**src/rtl/fsk_demod_pkg.sv**
```systemverilog
package fsk_demod_pkg;

  localparam int MARK_LEN = 6;
  localparam logic [MARK_LEN-1:0] MARK_PATTERN = 6'b111000;
  localparam int MAX_COPIES = 4;

  typedef logic [2:0] copies_t;

  typedef enum logic {
    ST_HUNT  = 1'b0,
    ST_FRAME = 1'b1
  } frame_state_e;

  // Symbols produced by one finished run, given the divided run length.
  function automatic copies_t run_copies(input int unsigned k);
    if (k <= 1)               return copies_t'(1);
    else if (k <= MAX_COPIES) return copies_t'(k);
    else                      return copies_t'(0);
  endfunction

endpackage

```
**src/rtl/fsk_edge_classifier.sv**
```systemverilog
module fsk_edge_classifier #(
  parameter int DATA_W      = 8,
  parameter int SLICE_LEVEL = 127,
  parameter int SHORT_MAX   = 8,
  parameter int CNT_W       = 8
) (
  input  logic              clk,
  input  logic              rst,
  input  logic              in_fire,
  input  logic [DATA_W-1:0] in_data,
  output logic              cls_valid,
  output logic              cls_fast
);

  localparam logic [CNT_W-1:0] CNT_MAX = '1;

  logic             prev_bit;
  logic             synced;
  logic [CNT_W-1:0] gap;
  logic             sliced;
  logic             rise;

  assign sliced = (in_data >= DATA_W'(SLICE_LEVEL));
  assign rise   = sliced & ~prev_bit;

  always_ff @(posedge clk) begin
    if (rst) begin
      prev_bit  <= 1'b1;
      synced    <= 1'b0;
      gap       <= CNT_W'(1);
      cls_valid <= 1'b0;
      cls_fast  <= 1'b0;
    end else begin
      cls_valid <= 1'b0;
      if (in_fire) begin
        prev_bit <= sliced;
        if (rise) begin
          synced    <= 1'b1;
          gap       <= CNT_W'(1);
          cls_valid <= synced;
          cls_fast  <= (gap <= CNT_W'(SHORT_MAX));
        end else if (gap != CNT_MAX) begin
          gap <= gap + 1'b1;
        end
      end
    end
  end

endmodule

```
**src/rtl/fsk_run_symbolizer.sv**
```systemverilog
module fsk_run_symbolizer
  import fsk_demod_pkg::*;
#(
  parameter int CNT_W    = 8,
  parameter int FAST_DIV = 6,
  parameter int SLOW_DIV = 5
) (
  input  logic clk,
  input  logic rst,
  input  logic cls_valid,
  input  logic cls_fast,
  input  logic adv,
  output logic sym_valid,
  output logic sym_bit,
  output logic busy
);

  localparam logic [CNT_W-1:0] CNT_MAX = '1;

  logic             run_active;
  logic             run_val;
  logic [CNT_W-1:0] run_cnt;
  copies_t          burst_left;
  logic             burst_val;

  logic [CNT_W:0]   cnt_p1;
  int unsigned      k_div;
  copies_t          copies;
  logic             closing;

  always_comb begin
    cnt_p1  = {1'b0, run_cnt} + (CNT_W+1)'(1);
    k_div   = run_val ? (32'(cnt_p1) / 32'(FAST_DIV))
                      : (32'(cnt_p1) / 32'(SLOW_DIV));
    copies  = run_copies(k_div);
    closing = cls_valid & run_active & (cls_fast != run_val);
  end

  assign busy      = (burst_left != '0);
  assign sym_valid = busy & adv;
  assign sym_bit   = burst_val;

  always_ff @(posedge clk) begin
    if (rst) begin
      run_active <= 1'b0;
      run_val    <= 1'b0;
      run_cnt    <= '0;
      burst_left <= '0;
      burst_val  <= 1'b0;
    end else begin
      if (sym_valid) burst_left <= burst_left - 1'b1;
      if (cls_valid) begin
        if (!run_active) begin
          run_active <= 1'b1;
          run_val    <= cls_fast;
          run_cnt    <= CNT_W'(1);
        end else if (closing) begin
          burst_left <= copies;
          burst_val  <= run_val;
          run_val    <= cls_fast;
          run_cnt    <= CNT_W'(1);
        end else if (run_cnt != CNT_MAX) begin
          run_cnt <= run_cnt + 1'b1;
        end
      end
    end
  end

endmodule

```
**src/rtl/fsk_frame_decoder.sv**
```systemverilog
module fsk_frame_decoder
  import fsk_demod_pkg::*;
#(
  parameter int ID_W   = 64,
  parameter int CARD_W = 16
) (
  input  logic              clk,
  input  logic              rst,
  input  logic              sym_valid,
  input  logic              sym_bit,
  input  logic              o_ready,
  output logic              o_valid,
  output logic [ID_W-1:0]   o_id,
  output logic [CARD_W-1:0] o_card,
  output logic              stall,
  output logic [2:0]        win_fill
);

  frame_state_e         state;
  logic [MARK_LEN-1:0]  win;
  logic [2:0]           fill;
  logic [ID_W-1:0]      id;

  logic                 act;
  logic                 is_mark;
  logic [1:0]           pair;
  logic [2:0]           pop;
  logic [2:0]           fill_after;
  logic [2:0]           pos;
  logic [MARK_LEN-1:0]  nwin;
  logic [2:0]           nfill;

  assign stall    = o_valid & ~o_ready;
  assign win_fill = fill;

  always_comb begin
    act     = (fill == 3'(MARK_LEN)) & ~stall;
    is_mark = (win == MARK_PATTERN);
    pair    = win[MARK_LEN-1 -: 2];
    if (!act)                 pop = 3'd0;
    else if (is_mark)         pop = 3'(MARK_LEN);
    else if (state == ST_FRAME) pop = 3'd2;
    else                      pop = 3'd1;
    fill_after = fill - pop;
    pos        = 3'(MARK_LEN-1) - fill_after;
    nwin       = win << pop;
    if (sym_valid) nwin[pos] = sym_bit;
    nfill = fill_after + {2'b00, sym_valid};
  end

  always_ff @(posedge clk) begin
    if (rst) begin
      state   <= ST_HUNT;
      win     <= '0;
      fill    <= '0;
      id      <= '0;
      o_valid <= 1'b0;
      o_id    <= '0;
      o_card  <= '0;
    end else begin
      win  <= nwin;
      fill <= nfill;
      if (o_valid && o_ready) o_valid <= 1'b0;
      if (act) begin
        if (is_mark) begin
          if (id != '0) begin
            o_valid <= 1'b1;
            o_id    <= id;
            o_card  <= id[CARD_W:1];
          end
          id    <= '0;
          state <= ST_FRAME;
        end else if (state == ST_FRAME) begin
          case (pair)
            2'b10:   id <= {id[ID_W-2:0], 1'b0};
            2'b01:   id <= {id[ID_W-2:0], 1'b1};
            default: begin
              id    <= '0;
              state <= ST_HUNT;
            end
          endcase
        end
      end
    end
  end

endmodule

```
**src/rtl/fsk_tag_demod.sv**
```systemverilog
module fsk_tag_demod #(
  parameter int DATA_W      = 8,
  parameter int SLICE_LEVEL = 127,
  parameter int SHORT_MAX   = 8,
  parameter int CNT_W       = 8,
  parameter int FAST_DIV    = 6,
  parameter int SLOW_DIV    = 5,
  parameter int ID_W        = 64,
  parameter int CARD_W      = 16
) (
  input  logic              clk,
  input  logic              rst,
  input  logic              s_valid,
  output logic              s_ready,
  input  logic [DATA_W-1:0] s_data,
  output logic              o_valid,
  input  logic              o_ready,
  output logic [ID_W-1:0]   o_id,
  output logic [CARD_W-1:0] o_card
);

  logic       in_fire;
  logic       cls_valid;
  logic       cls_fast;
  logic       sym_valid;
  logic       sym_bit;
  logic       sym_busy;
  logic       stall;
  logic [2:0] win_fill;

  assign s_ready = ~stall & ~sym_busy & ~cls_valid;
  assign in_fire = s_valid & s_ready;

  fsk_edge_classifier #(
    .DATA_W(DATA_W), .SLICE_LEVEL(SLICE_LEVEL),
    .SHORT_MAX(SHORT_MAX), .CNT_W(CNT_W)
  ) u_edge (
    .clk(clk), .rst(rst), .in_fire(in_fire), .in_data(s_data),
    .cls_valid(cls_valid), .cls_fast(cls_fast)
  );

  fsk_run_symbolizer #(
    .CNT_W(CNT_W), .FAST_DIV(FAST_DIV), .SLOW_DIV(SLOW_DIV)
  ) u_run (
    .clk(clk), .rst(rst), .cls_valid(cls_valid), .cls_fast(cls_fast),
    .adv(~stall), .sym_valid(sym_valid), .sym_bit(sym_bit), .busy(sym_busy)
  );

  fsk_frame_decoder #(
    .ID_W(ID_W), .CARD_W(CARD_W)
  ) u_frame (
    .clk(clk), .rst(rst), .sym_valid(sym_valid), .sym_bit(sym_bit),
    .o_ready(o_ready), .o_valid(o_valid), .o_id(o_id), .o_card(o_card),
    .stall(stall), .win_fill(win_fill)
  );

endmodule

```
**config.mk**
```make
export PLATFORM = sky130hd
export DESIGN_NAME = fsk_tag_demod
export DESIGN_NICKNAME = d
export VERILOG_FILES = /design/src/rtl/fsk_demod_pkg.sv /design/src/rtl/fsk_edge_classifier.sv /design/src/rtl/fsk_run_symbolizer.sv /design/src/rtl/fsk_frame_decoder.sv /design/src/rtl/fsk_tag_demod.sv
export SDC_FILE = /design/constraint.sdc
export NUM_CORES = 1
export LEC_CHECK = 0
export BUFFER_PORTS_ARGS = -buffer_cell sky130_fd_sc_hd__buf_2
export CAP_MARGIN = 40
export CORE_ASPECT_RATIO = 2
export CORE_MARGIN = 2
export CORE_UTILIZATION = 60
export CTS_CLUSTER_SIZE = 10
export DETAILED_ROUTE_END_ITERATION = 10
export GPL_TIMING_DRIVEN = 0
export PLACE_DENSITY = 0.81
export SLEW_MARGIN = 5
export SYNTH_ARGS = -nofsm -noshare
export SYNTH_HDL_FRONTEND = slang
export SYNTH_HIERARCHICAL = 1
export SYNTH_SLANG_ARGS = --single-unit
export TNS_END_PERCENT = 20
```
**constraint.sdc**
```tcl
create_clock -name clk -period 13.7 [get_ports clk]
set_input_delay 2.74 -clock clk [delete_from_list [all_inputs] [get_ports clk]]
set_output_delay 2.74 -clock clk [all_outputs]
set_load 0.005 [all_outputs]
```
==> flow_metrics.env <==
export IMPL_fp_row_count=64
export IMPL_hold_start="u_edge/synced$_SDFFE_PP0P_"
export IMPL_path_clk_slew_ps=60
export IMPL_vias_per_cell=5.92
export IMPL_crit_buf_inv=3
export IMPL_synth_top_family_by_area="simple AND/OR/NAND/NOR gates"
export IMPL_crit_cells=53
export IMPL_avgSynthCellArea_um2=8.45
export IMPL_crit_type="flip-flop to flip-flop"
export IMPL_worstMarginPinSlew_ps=774
export IMPL_first_global_vias=8188
export IMPL_worstHoldEndpoint="u_edge/cls_valid$_SDFF_PP0_"
export IMPL_synth_top_area_frac=0.357
export IMPL_cp_top_family="simple AND/OR/NAND/NOR gates"
export IMPL_cts_resized=0
export IMPL_yosys_area_top_type="dfxtp_1"
export IMPL_first_pass_iters=6
export IMPL_synth_area_leaders="dfxtp_1 36%, nand2b_1 9.1%, mux2i_1 8.3%"
export IMPL_coreArea_um2=15200
export IMPL_grt_pass1_wl_mm=37.8
export IMPL_antenna_cells=0
export IMPL_synth_edf_count=0
export IMPL_synthMuxAreaShare=0.0866
export IMPL_slew_headroom=0.479
export IMPL_root_buffer="clkbuf_16"
export IMPL_antenna_left=0
export IMPL_crit_required_ps=14000
export IMPL_vias=8387
export IMPL_yosys_area_share_simple=0.285
export IMPL_io_pins=94
export IMPL_ctsHtreeMaxLevel=4
export IMPL_cp_slowest_cell="nor3_1"
export IMPL_status="finished, final reports clean"
export IMPL_ir_drop_mv=0.0821
export IMPL_cts_sinks=165
export IMPL_insertion_delay_ps=420
export IMPL_wl_per_cell_um=16.4
export IMPL_synth_xor_xnor_area_share=0.0141
export IMPL_hold_buffers=0
export IMPL_r2r_start="u_run/run_cnt[0]$_SDFFE_PP0P_"
export IMPL_timing_critical_path_mode_cell="ha_1"
export IMPL_synth_cell_types=92
export IMPL_yosysMostFrequentCell="dfxtp_1"
export IMPL_fin_crit_sh=0.885
export IMPL_fin_setup_tns_ps=0
export IMPL_fmax_ghz=0.0825
export IMPL_start_util=0.608
export IMPL_netlist_top_cells_count="165 x dfxtp_1, 135 x nand2b_1, 97 x nand2_1"
export IMPL_start_kind="flip-flop"
export IMPL_synth_net_count=1137
export IMPL_max_cap_viol_count=0
export IMPL_setup_viol=0
export IMPL_clock_skew_ps=8.04
export IMPL_io_buffers=93
export IMPL_antenna_found_initial=0
export IMPL_crit_arrival_ps=12430
export IMPL_synth_ff_type="dfxtp_1"
export IMPL_drt_iter0_markers=444
export IMPL_pwr_density_cell_nw_per_um2=107
export IMPL_r2r_end="u_run/burst_left[0]$_SDFF_PP0_"
export IMPL_slowest_delay_ps=580
export IMPL_syn_area_um2=9250
export IMPL_track_usage=0.280
export IMPL_cts_made_buffers=17
export IMPL_r2r_cells=53
export IMPL_yosys_warnings=6
export IMPL_cts_setup_buffers=0
export IMPL_final_area_um2=10600
export IMPL_hp_class="flip-flop to flip-flop"
export IMPL_r2r_slack_ps=1580
export IMPL_dp_hpwl_mm=17.3
export IMPL_syn_to_final_growth_pct=14.7
export IMPL_cp_end_kind="flip-flop"
export IMPL_min_period_ps=12120
export IMPL_seq_area_frac_synth=0.357
export IMPL_die_area_um2=16500
export IMPL_cts_tree="yes"
export IMPL_final_hold_violation_count=0
export IMPL_postRouteWirelength_mm=23.2
export IMPL_layout_drive_gt1_share=0.167
export IMPL_gp_congestion=0.933
export IMPL_layout_nets=1249
export IMPL_dpl_cell_area_um2=9960
export IMPL_syn_inst=1094
export IMPL_synthArstFlopShare=0
export IMPL_p_leak_nw=4.08
export IMPL_cts_max_path_buffers=2
export IMPL_route_detailed_drc=0
export IMPL_synthAdderAreaFrac=0.0428
export IMPL_drv_slew=0
export IMPL_synth_compound_area_frac=0.150
export IMPL_die_w_um=91.8
export IMPL_cp_max_fo=9
export IMPL_rsz0062_at_grt="no"
export IMPL_ys_ff_latch=165
export IMPL_overflow=0
export IMPL_die_h_um=180
export IMPL_whs_path_depth=2
export IMPL_grt_start_max_net_pins=17
==> sequential cells by signal (all words and copies together) (netlist names), 3 cells and up <==
signal            count
u_frame/id           64
u_frame/o_id         64
u_edge/gap            8
u_run/run_cnt         8
u_frame/win           6
u_frame/win_fill      3
u_run/burst_left      3
==> stage by stage <==
step                std cells  worst slack, ps   util  power, mW  hold slack [ps]
finish                   1417             1580  0.697       1.14              441
global route             1417              773  0.697       1.18              462
CTS                      1417             1710  0.697       1.14              443
detailed placement       1385             1770  0.655      0.632              432
global placement         1385             1910  0.655      0.628              422
floorplan                1094             3540      -      0.602              415
==> placed cells by master, fill, tap and decap left out, types with 17 or more instances in the layout <==
cell type  instances
buf_2            111
nand2_1           97
nor4_1            20
clkbuf_16         17
a21oi_1           94
inv_1             29
nand2b_1         135
nor2_1            56
clkbuf_1          30
o21ai_0           19
ha_1              30
dfxtp_1          165
buf_4             26
nand3_1           81
nor3_1            21
mux2i_1           77
==> tightest hold or removal path, cell delays in order, from the launching register on <==
cell and delay [ps]:
dfxtp_1 310, inv_1 50, nor4_1 40
==> how the worst max path moves through the flow <==
stage	start	to	slack (ps)
floorplan	u_run/run_cnt[0]$_SDFFE_PP0P_	u_run/burst_left[0]$_SDFF_PP0_	3540
global placement	u_run/run_cnt[0]$_SDFFE_PP0P_	u_run/burst_left[0]$_SDFF_PP0_	1910
detailed placement	u_run/run_cnt[0]$_SDFFE_PP0P_	u_run/burst_left[0]$_SDFF_PP0_	1770
CTS	u_run/run_cnt[0]$_SDFFE_PP0P_	u_run/burst_left[0]$_SDFF_PP0_	1710
global route	u_run/run_cnt[0]$_SDFFE_PP0P_	u_run/burst_left[0]$_SDFF_PP0_	770
finish	u_run/run_cnt[0]$_SDFFE_PP0P_	u_run/burst_left[0]$_SDFF_PP0_	1580
==> where the power goes <==
group	internal (mW)	switching, mW	leakage, nW	total (mW)
Clock	0.320	0.193	0.302	0.514
Combinational	0.0511	0.0731	2.44	0.124
Sequential	0.491	0.00989	1.33	0.501
Total	0.863	0.276	4.08	1.14
==> cells by family (layout without fill, tap and decap cells) <==
logic type / Yosys count / in the layout
compound gates: 210 / 210
fa+ha+maj: 31 / 31
buf+inv: 110 / 235
simple gates: 485 / 485
mux: 79 / 79
flops: 165 / 165
xor+xnor: 14 / 14
==> routing by layer <==
metal,global-route usage,share of wire,routed length (um),up-vias
met2,0.558,0.56,13100,266
met5,0,0,0,-
li1,-,-,-,4077
met4,0.164,0.054,1250,0
met1,0.252,0.34,7950,3951
met3,0.0495,0.040,940,93
==> final cells by class <==
| type | instances | area, um^2 |
|---|---|---|
| buffer | 80 | 484 |
| clock buffer | 21 | 470 |
| clock inverter | 11 | 173 |
| fill | 1276 | 4610 |
| inverter | 30 | 113 |
| multi-input combinational | 819 | 5350 |
| sequential | 165 | 3300 |
| tap | 198 | 248 |
| timing repair buffer | 93 | 465 |
Note: power is estimated with default switching activity, not from simulation.
